### src/rtl/sertx_pkg.sv
package sertx_pkg;

    localparam int DATA_W    = 8;
    localparam int FRAME_MAX = DATA_W + 3;
    localparam int IDX_W     = $clog2(FRAME_MAX + 1);

    typedef enum logic [1:0] {
        SEL_DATA = 2'd0,
        SEL_CTRL = 2'd1,
        SEL_BAUD = 2'd2,
        SEL_RSVD = 2'd3
    } sel_t;

    typedef enum logic [1:0] {
        KIND_NONE,
        KIND_DATA,
        KIND_BREAK,
        KIND_MARK
    } kind_t;

    // field order sets the bit positions in the control register
    typedef struct packed {
        logic ninth;
        logic long_word;
        logic brk;
        logic tx_en;
    } ctrl_t;

    function automatic logic [IDX_W-1:0] frame_bits(input logic long_word, input kind_t k);
        if (k == KIND_MARK)
            return IDX_W'(1);
        return long_word ? IDX_W'(DATA_W + 3) : IDX_W'(DATA_W + 2);
    endfunction

    function automatic logic [FRAME_MAX-1:0] frame_image(input kind_t k, input logic long_word,
                                                         input logic ninth,
                                                         input logic [DATA_W-1:0] d);
        case (k)
            KIND_DATA:  return long_word ? {1'b1, ninth, d, 1'b0} : {2'b11, d, 1'b0};
            KIND_BREAK: return '0;
            default:    return '1;
        endcase
    endfunction

endpackage

### src/rtl/sertx_regs.sv
module sertx_regs
    import sertx_pkg::*;
#(
    parameter int EXP_W = 3
) (
    input  logic                clk,
    input  logic                rst,
    input  logic                wr_en,
    input  logic [1:0]          wr_sel,
    input  logic [7:0]          wr_val,
    input  logic                load,
    output logic [DATA_W-1:0]   hold_data,
    output logic                pending,
    output ctrl_t               ctrl,
    output logic [EXP_W-1:0]    baud_exp,
    output logic                baud_pre,
    output logic                baud_wr
);

    logic wr_data;
    assign wr_data = wr_en && (wr_sel == SEL_DATA);
    assign baud_wr = wr_en && (wr_sel == SEL_BAUD);

    always_ff @(posedge clk) begin
        if (rst) begin
            hold_data <= '0;
            pending   <= 1'b0;
            ctrl      <= '0;
            baud_exp  <= '0;
            baud_pre  <= 1'b0;
        end else begin
            if (load)
                pending <= 1'b0;
            if (wr_data) begin
                hold_data <= wr_val[DATA_W-1:0];
                pending   <= 1'b1;
            end
            if (wr_en && (wr_sel == SEL_CTRL))
                ctrl <= ctrl_t'(wr_val[3:0]);
            if (baud_wr) begin
                baud_exp <= wr_val[EXP_W-1:0];
                baud_pre <= wr_val[7];
            end
        end
    end

endmodule

### src/rtl/sertx_baud.sv
module sertx_baud #(
    parameter int EXP_W   = 3,
    parameter int PRE_DIV = 39
) (
    input  logic             clk,
    input  logic             rst,
    input  logic             clr,
    input  logic             pre_en,
    input  logic [EXP_W-1:0] exp_sel,
    output logic             tick
);

    localparam int PRE_W = (PRE_DIV > 1) ? $clog2(PRE_DIV) : 1;
    localparam int DIV_W = (2 ** EXP_W) - 1;

    logic [PRE_W-1:0] pre_cnt;
    logic [DIV_W-1:0] div_cnt;
    logic             pre_hit;
    logic [DIV_W:0]   div_lim;

    assign pre_hit = !pre_en || (pre_cnt == PRE_W'(PRE_DIV - 1));
    assign div_lim = ((DIV_W + 1)'(1) << exp_sel) - (DIV_W + 1)'(1);
    assign tick    = pre_hit && ({1'b0, div_cnt} == div_lim);

    always_ff @(posedge clk) begin
        if (rst || clr) begin
            pre_cnt <= '0;
            div_cnt <= '0;
        end else begin
            pre_cnt <= pre_hit ? '0 : pre_cnt + PRE_W'(1);
            if (pre_hit)
                div_cnt <= tick ? '0 : div_cnt + DIV_W'(1);
        end
    end

    // with the prescaler on, two prescale outputs never come on adjacent cycles
    a_r9_prescale_gap: assert property (@(posedge clk) disable iff (rst)
        (pre_en && pre_hit) |=> (!pre_en || !pre_hit));

endmodule

### src/rtl/sertx_frame.sv
module sertx_frame
    import sertx_pkg::*;
#(
    parameter int OVERSAMPLE = 16
) (
    input  logic              clk,
    input  logic              rst,
    input  logic              tick,
    input  ctrl_t             ctrl,
    input  logic              pending,
    input  logic [DATA_W-1:0] hold_data,
    output logic              load,
    output logic              busy,
    output logic              txd_bit
);

    localparam int SUB_W = $clog2(OVERSAMPLE);

    kind_t                kind_q;
    kind_t                next_kind;
    logic [FRAME_MAX-1:0] shreg;
    logic [IDX_W-1:0]     bit_idx;
    logic [IDX_W-1:0]     len_q;
    logic [SUB_W-1:0]     sub;
    logic                 bit_end;
    logic                 frame_end;
    logic                 decide;

    assign busy      = (kind_q != KIND_NONE);
    assign bit_end   = busy && tick && (sub == SUB_W'(OVERSAMPLE - 1));
    assign frame_end = bit_end && (bit_idx == len_q - IDX_W'(1));
    assign decide    = !busy || frame_end;
    assign txd_bit   = busy ? shreg[0] : 1'b1;

    always_comb begin
        if (frame_end && (kind_q == KIND_BREAK) && !ctrl.brk)
            next_kind = KIND_MARK;
        else if (ctrl.tx_en && ctrl.brk)
            next_kind = KIND_BREAK;
        else if (ctrl.tx_en && pending)
            next_kind = KIND_DATA;
        else
            next_kind = KIND_NONE;
    end

    assign load = decide && (next_kind == KIND_DATA);

    always_ff @(posedge clk) begin
        if (rst) begin
            kind_q  <= KIND_NONE;
            shreg   <= '1;
            bit_idx <= '0;
            len_q   <= '0;
            sub     <= '0;
        end else if (decide) begin
            kind_q  <= next_kind;
            shreg   <= frame_image(next_kind, ctrl.long_word, ctrl.ninth, hold_data);
            len_q   <= frame_bits(ctrl.long_word, next_kind);
            bit_idx <= '0;
            sub     <= '0;
        end else if (busy && tick) begin
            if (bit_end) begin
                sub     <= '0;
                shreg   <= {1'b1, shreg[FRAME_MAX-1:1]};
                bit_idx <= bit_idx + IDX_W'(1);
            end else begin
                sub <= sub + SUB_W'(1);
            end
        end
    end

    // a data frame opens with a low start bit
    a_r2_start_low: assert property (@(posedge clk) disable iff (rst)
        load |=> !txd_bit);

    // the end of a break with the request withdrawn is followed by a mark bit
    a_r7_mark_follows: assert property (@(posedge clk) disable iff (rst)
        (frame_end && kind_q == KIND_BREAK && !ctrl.brk) |=> (kind_q == KIND_MARK && txd_bit));

    // the shifted bits only move on a tick
    a_r8_hold_between_ticks: assert property (@(posedge clk) disable iff (rst)
        (busy && !tick) |=> $stable(shreg));

endmodule

### src/rtl/sertx_top.sv
module sertx_top
    import sertx_pkg::*;
#(
    parameter int EXP_W      = 3,
    parameter int PRE_DIV    = 39,
    parameter int OVERSAMPLE = 16
) (
    input  logic       clk,
    input  logic       rst,
    input  logic       wr_en,
    input  logic [1:0] wr_sel,
    input  logic [7:0] wr_val,
    output logic       txd,
    output logic       hold_empty,
    output logic       tx_done
);

    logic [DATA_W-1:0] hold_data;
    logic              pending;
    ctrl_t             ctrl;
    logic [EXP_W-1:0]  baud_exp;
    logic              baud_pre;
    logic              baud_wr;
    logic              load;
    logic              busy;
    logic              tick;
    logic              txd_bit;

    sertx_regs #(.EXP_W(EXP_W)) u_regs (
        .clk       (clk),
        .rst       (rst),
        .wr_en     (wr_en),
        .wr_sel    (wr_sel),
        .wr_val    (wr_val),
        .load      (load),
        .hold_data (hold_data),
        .pending   (pending),
        .ctrl      (ctrl),
        .baud_exp  (baud_exp),
        .baud_pre  (baud_pre),
        .baud_wr   (baud_wr)
    );

    sertx_baud #(.EXP_W(EXP_W), .PRE_DIV(PRE_DIV)) u_baud (
        .clk     (clk),
        .rst     (rst),
        .clr     (baud_wr || !busy),
        .pre_en  (baud_pre),
        .exp_sel (baud_exp),
        .tick    (tick)
    );

    sertx_frame #(.OVERSAMPLE(OVERSAMPLE)) u_frame (
        .clk       (clk),
        .rst       (rst),
        .tick      (tick),
        .ctrl      (ctrl),
        .pending   (pending),
        .hold_data (hold_data),
        .load      (load),
        .busy      (busy),
        .txd_bit   (txd_bit)
    );

    assign txd        = txd_bit;
    assign hold_empty = !pending;
    assign tx_done    = !busy && !pending;

    // a fully idle transmitter leaves the line high
    a_r5_done_idle: assert property (@(posedge clk) disable iff (rst)
        tx_done |-> txd);

    // moving a character out of the holding register frees it
    a_r4_load_empties: assert property (@(posedge clk) disable iff (rst)
        (load && !(wr_en && wr_sel == SEL_DATA)) |=> hold_empty);

    // a frame only starts while enabled
    a_r6_start_needs_enable: assert property (@(posedge clk) disable iff (rst)
        $rose(busy) |-> $past(ctrl.tx_en));

endmodule

### config.mk
export PLATFORM = sky130hd
export DESIGN_NAME = sertx_top
export DESIGN_NICKNAME = d
export VERILOG_FILES = /design/src/rtl/sertx_pkg.sv /design/src/rtl/sertx_regs.sv /design/src/rtl/sertx_baud.sv /design/src/rtl/sertx_frame.sv /design/src/rtl/sertx_top.sv
export SDC_FILE = /design/constraint.sdc
export NUM_CORES = 1
export LEC_CHECK = 0
export BUFFER_PORTS_ARGS = -buffer_cell sky130_fd_sc_hd__buf_4
export CAP_MARGIN = 40
export CORE_MARGIN = 10
export CORE_UTILIZATION = 60
export CTS_CLUSTER_SIZE = 25
export DETAILED_ROUTE_END_ITERATION = 16
export HOLD_SLACK_MARGIN = 0.1
export PLACE_DENSITY = 0.81
export SLEW_MARGIN = 30
export SYNTH_ARGS = -nofsm -noshare
export SYNTH_HDL_FRONTEND = slang
export SYNTH_HIERARCHICAL = 1
export SYNTH_SLANG_ARGS = --single-unit
### constraint.sdc
create_clock -name clk -period 3.42 [get_ports clk]
set_input_delay 0 -clock clk [delete_from_list [all_inputs] [get_ports clk]]
set_output_delay 0 -clock clk [all_outputs]
set_load 0.01 [all_outputs]
==> results.toml, run 1 <==
[outcome]
status = "finished, final reports clean"

[hold_path]
hold_end = "u_regs/pending"
holdPathStages = 3
min_from = "wr_sel[1]"
hold_path.class = "input pin to flip-flop"

[logic_synthesis]
synth_mux_area_share_pct = 9.775
ys.flop_type = "dfxtp_1"
synthArstFlopShare_pct = 0
synth_xor_area_share_pct = 5.676
ys_ff_latch = 53
syn_nets = 326
yosysSeqAreaShare_pct = 38.20
synthSimpleGateAreaFrac_pct = 25.14
synth_common_cells = "dfxtp_1 (53), nand2b_1 (29), nor2_1 (29), mux2i_1 (26), nand2_1 (20)"
synth.distinct_cells = 55
synth_cells = 306
synthAdderAreaFrac_pct = 3.153
synth_most_common_cell = "dfxtp_1"
synth_top_family_by_area = "simple AND/OR/NAND/NOR gates"
synth-compound-area-share_pct = 13.38
synth_edf_count = 0
syn_area_mm2 = 0.002778
yosysTopAreaCellShare_pct = 38.20
synthTopCellsByArea = "dfxtp_1 (38%), mux2i_1 (9.4%), nand2b_1 (6.5%), xor2_1 (4.1%), nor2_1 (3.9%)"
yosys.area.top_type = "dfxtp_1"
ys_warn_count = 6
synth.avg_cell_area_um2 = 9.077

[routing]
vias_per_cell = 5.657
vias = 2178
wl_um = 5713
drcViolationCount = 0
dr.pass1.iters = 4
drt.antenna.violating_nets = 0
wl_per_cell_um = 14.84
dr.first_iter.drc_count = 135

[floorplanning]
die_y_um = 88.04
ios = 16
dieWidth_um = 88.04
start_util_pct = 62.93
core_mm2 = 0.004414
rows = 24
die-area_mm2 = 0.007751

[pwr]
peakVddDrop_uv = 239.3
power_per_cell_area_mw_per_mm2 = 345.4
p_leak_nw = 1.232

[clocking]
clock_latency_ns = 0.30
cts_made_buffers = 5
clock-sinks = 53
htree_levels = 2
clk_pin_slew_worst_paths_ns = 0.09
clk_path_buf_depth = 2
root_buffer = "clkbuf_8"
cts_tree = "done"

[job]
maxCapViolCount = 0

[setup_path]
end_kind = "flip-flop"
slowest_delay_ns = 0.50
crit_chain = "inv_1, ha_1, nand4b_1, o21ai_2, inv_6, nor3_1, and4_4, nand4_2, o21ai_4, and3_1, nand2b_1, a21oi_1"
crit_family = "simple AND/OR/NAND/NOR gates"
arrival_ns = 3.19
crit_type = "flip-flop to flip-flop"
timing.rr.start = "u_baud/pre_cnt[0]"
cp_max_fo = 17
crit_slowest_cell = "o21ai_4"
reg2reg_slack_ns = 0.41
worstReg2RegEnd = "u_regs/pending"
cp.required_ns = 3.61
critPathBufInv = 2
startpoint_type = "flip-flop"
rr_worst_depth = 12

[global_routing]
grt_usage_pct = 15.63
antenna_found_initial = 0
grt_max_degree = 42
grt_pass1_vias = 2188
grt_overflow = 0
grt_pass1_wl_um = 9956

[timing]
fin_crit_sh_pct = 87.88
finalHoldViolCount = 0
skew_ns = 0.01009
finalCriticalPeriod_ns = 3.006
rsz0062_at_grt = "no"
finalMaxSlewViolations = 0
worstMarginPinSlew_ns = 0.7675
slew_headroom_pct = 48.83
setup_viol = 0
clock.fmax_mhz = 332.7
finalSetupTns_ns = 0

[cells_and_area]
antenna_cells = 0
regArea_mm2 = 0.001061
fin_area_mm2 = 0.003141
drive_gt1_share_pct = 12.01
multi_input_area_mm2 = 0.001587
syn_to_final_growth_pct = 13.06
fill_cells = 369
final_nets = 353

[place]
gp_congestion = 0.8638
postPlaceCellArea_mm2 = 0.002870
hpwl_um = 3955
io_buffers = 15
[where the power goes]
| part | switching (mW) | internal, mW | total [mW] |
|---|---|---|---|
| combinational | 0.0455 | 0.0474 | 0.0929 |
| sequential | 0.00950 | 0.626 | 0.636 |
| clock | 0.195 | 0.160 | 0.356 |
| total | 0.250 | 0.834 | 1.08 |
[per-stage QoR]
stage | cells | hold slack (ns) | power, mW | util (%) | worst slack [ns]
after floorplan | 306 | 0.07739 | 0.7025 | - | 0.7747
after global placement | 360 | 0.2718 | 0.7259 | 65.02 | 0.5345
after detailed placement | 360 | 0.2880 | 0.7283 | 65.02 | 0.3922
after CTS | 385 | 0.1529 | 1.093 | 71.15 | 0.3966
after global routing | 385 | 0.1700 | 1.130 | 71.15 | 0.1192
final | 385 | 0.1521 | 1.085 | 71.15 | 0.4145
[worst register-to-register path, delay by kind of cell, from the launching register on]
kind / cells / cell delay [ns]
buffers and inverters: 2 / 0.14
and+or+nand+nor: 6 / 1.34
AOI/OAI and AO/OA: 3 / 0.93
adders and majority gates: 1 / 0.14
DFF: 1 / 0.35
[per-layer routing]
layer | vias up | wire length [um] | GRT usage, %
met5 | - | 0 | 0
met4 | 0 | 51 | 4.137
met3 | 4 | 153 | 3.714
met2 | 21 | 2977 | 28.70
met1 | 1024 | 2530 | 17.54
li1 | 1129 | - | -
[worst max path at each step]
stage / from / endpoint / slack (ns) / cells past startpoint
3_3_place_gp: u_baud/pre_cnt[0] / u_regs/pending / 0.53 / 12
2_1_floorplan: u_baud/pre_cnt[0] / u_frame/shreg[8] / 0.77 / 12
4_1_cts: u_baud/pre_cnt[0] / u_regs/pending / 0.40 / 12
6_report: u_baud/pre_cnt[0] / u_regs/pending / 0.41 / 12
3_5_place_dp: u_baud/pre_cnt[0] / u_regs/pending / 0.39 / 12
5_1_grt: u_baud/pre_cnt[0] / u_regs/pending / 0.12 / 12
[final cells by class]
| class | instances | area share, % |
|---|---|---|
| clock buffers | 6 | 2.629 |
| clock inverters | 1 | 0.2390 |
| inverters | 10 | 1.434 |
| multi-input cells | 230 | 50.52 |
| flip-flops and latches | 53 | 33.78 |
| well taps | 52 | 2.072 |
| repair buffers | 33 | 9.323 |
[cells in the final DEF, fill, tap and decap left out, drive strengths merged, types with 2 or more instances in the layout]
master,instances
dfxtp,53
nor2,30
nand2b,29
mux2i,26
nand2,21
dlygate4sd3,18
a21oi,17
buf,15
xor2,13
nand3,11
nor3,11
a31oi,11
inv,10
o21ai,8
ha,7
clkbuf,6
and4,6
xnor2,5
a211oi,4
nand4,4
or3,3
nand3b,3
o31a,2
and2,2
o32ai,2
[kinds of logic after synthesis]
kind of cell / Yosys count
compound gates: 51
xor+xnor: 18
buf+inv: 23
flops: 53
fa+ha+maj: 7
simple gates: 127
mux: 27
[what timing repair did]
item                                   in CTS  in global routing
endpoints found under the hold margin      17                  0
buffers inserted                            0                  0
resized for setup                           0                  0
hold buffers                               18                  0
[sequential cells by signal (all words and copies together) (netlist names)]
name	flops
u_frame/shreg	11
u_regs/hold_data	8
u_baud/div_cnt	7
u_baud/pre_cnt	6
u_frame/bit_idx	4
u_frame/sub	4
u_regs/ctrl	4
u_regs/baud_exp	3
u_frame/kind_q	2
u_frame/len_q	2
u_regs/baud_pre	1
u_regs/pending	1
Note: power is estimated with default switching activity, not from simulation.
==> inputs of run 2 (changes only) <==
--- a/config.mk
+++ b/config.mk
@@ -7,12 +7,13 @@
 export LEC_CHECK = 0
 export BUFFER_PORTS_ARGS = -buffer_cell sky130_fd_sc_hd__buf_4
 export CAP_MARGIN = 40
+export CORE_ASPECT_RATIO = 0.9
 export CORE_MARGIN = 10
 export CORE_UTILIZATION = 60
 export CTS_CLUSTER_SIZE = 25
 export DETAILED_ROUTE_END_ITERATION = 16
 export HOLD_SLACK_MARGIN = 0.1
-export PLACE_DENSITY = 0.81
+export PLACE_DENSITY_LB_ADDON = 0.15
 export SLEW_MARGIN = 30
 export SYNTH_ARGS = -nofsm -noshare
 export SYNTH_HDL_FRONTEND = slang
==> results.toml, run 2 (synthesis results as in run 1) <==
[outcome]
status = "finished, final reports clean"

[global_routing]
grt_max_degree = 42
grt_usage_pct = 16.13
antenna_found_initial = 0
grt_pass1_vias = 2271
grt_overflow = 0
grt_pass1_wl_um = 10380

[cells_and_area]
fill_cells = 371
drive_gt1_share_pct = 12.35
antenna_cells = 0
top_register = "u_frame/shreg"
regArea_mm2 = 0.001061
syn_to_final_growth_pct = 13.47
fin_area_mm2 = 0.003152
final_nets = 351
largest_reg_flops = 11
final-instance-count-excl-fill = 394
fin_util_pct = 70.66
multi_input_area_mm2 = 0.001587
largest_registers = "u_frame/shreg (11), u_regs/hold_data (8), u_baud/div_cnt (7)"
mostFrequentLayoutCells = "dfxtp_1 (53), nand2b_1 (29), nor2_1 (29)"
final_common_cell = "dfxtp_1"

[routing]
dr.pass1.iters = 4
drt.antenna.violating_nets = 0
vias_per_cell = 5.558
wl_um = 5886
drcViolationCount = 0
dr.first_iter.drc_count = 134
vias = 2190
wl_per_cell_um = 14.94

[job]
maxCapViolCount = 0

[clocking]
post_cts_resize_count = 0
clk_path_buf_depth = 2
cts_setup_buffers = 0
clk_pin_slew_worst_paths_ns = 0.10
clock-sinks = 53
clock_latency_ns = 0.32
htree_levels = 2
cts_tree = "done"
root_buffer = "clkbuf_8"
cts_made_buffers = 5

[setup_path]
crit_chain = "nand2_1, a311oi_2, a31oi_2, nor3_1, and4_4, nand4_2, o21ai_4, mux2i_1, a31oi_1"
slowest_delay_ns = 0.54
end_kind = "flip-flop"
crit_slowest_cell = "dfxtp_1"
crit_family = "simple AND/OR/NAND/NOR gates"
crit_type = "flip-flop to flip-flop"
cp_max_fo = 17
arrival_ns = 3.22
cp.required_ns = 3.62
startpoint_type = "flip-flop"
critPathBufInv = 0

[place]
gp_congestion = 0.7879
postPlaceCellArea_mm2 = 0.002890
placedCellCount = 371
dp_slack_ns = 0.4051
io_buffers = 15
hpwl_um = 3926

[timing]
worstMarginPinSlew_ns = 0.5751
finalHoldViolCount = 0
hold_ws_ns = 0.1033
finalSetupTns_ns = 0
slew_headroom_pct = 61.52
finalMaxSlewViolations = 0
finalCriticalPeriod_ns = 3.026
rsz0062_at_grt = "no"
fin_crit_sh_pct = 88.49
clock.fmax_mhz = 330.4
setup_viol = 0
skew_ns = 0.01042
setup_ws_ns = 0.3937

[floorplanning]
ios = 16
core_mm2 = 0.004461
die-area_mm2 = 0.007755
rows = 23
start_util_pct = 62.27
dieWidth_um = 91.72
die_y_um = 84.55

[pwr]
power_per_cell_area_mw_per_mm2 = 368.5
power_mw = 1.162
peakVddDrop_uv = 332.8
p_leak_nw = 1.234

[hold_path]
hold_path.class = "input pin to flip-flop"
==> run 2: metal layers <==
metal / up-vias / global-route usage (%) / routed length (um)
met2: 39 / 28.02 / 2891
met4: 0 / 7.423 / 111
met1: 1022 / 18.64 / 2685
met5: - / 0 / 0
li1: 1120 / - / -
met3: 9 / 3.203 / 197
==> run 2: final timing paths <==
kind,cells past startpoint,end,from,slack (ns)
hold / removal,2,u_regs/pending,rst,0.10
setup / recovery,9,u_frame/shreg[5],u_regs/baud_exp[1],0.39
setup reg to reg,9,u_frame/shreg[5],u_regs/baud_exp[1],0.39
hold reg to reg,1,u_baud/pre_cnt[0],u_baud/pre_cnt[0],0.47
==> run 2: repair_timing <==
item | 4_1_cts | 5_1_grt
endpoints found under the setup margin | 0 | 0
hold buffers | 15 | 0
endpoints found under the hold margin | 16 | 0
==> run 2: worst reg2reg max path: cells and delay by family (launching register included) <==
| kind | cells | cell delay [ns] |
|---|---|---|
| simple gates | 4 | 1.04 |
| compound gates | 4 | 1.04 |
| flops | 1 | 0.54 |
| mux | 1 | 0.29 |
==> run 2: cell type report <==
| cell class | count | share of cell area, % |
|---|---|---|
| Clock buffer | 6 | 2.303 |
| Sequential cell | 53 | 33.66 |
| Inverter | 10 | 1.429 |
| Multi-Input combinational cell | 230 | 50.34 |
| Timing Repair Buffer | 31 | 8.575 |
| Clock inverter | 2 | 1.231 |
| Tap cell | 62 | 2.461 |
==> run 2: power breakdown <==
group          internal (mW)  total [mW]  leakage, nW  switching [mW]
sequential             0.627       0.636        0.429         0.00935
clock                  0.220       0.433       0.0554           0.213
combinational         0.0466      0.0931        0.749          0.0465
total                  0.893        1.16         1.23           0.268
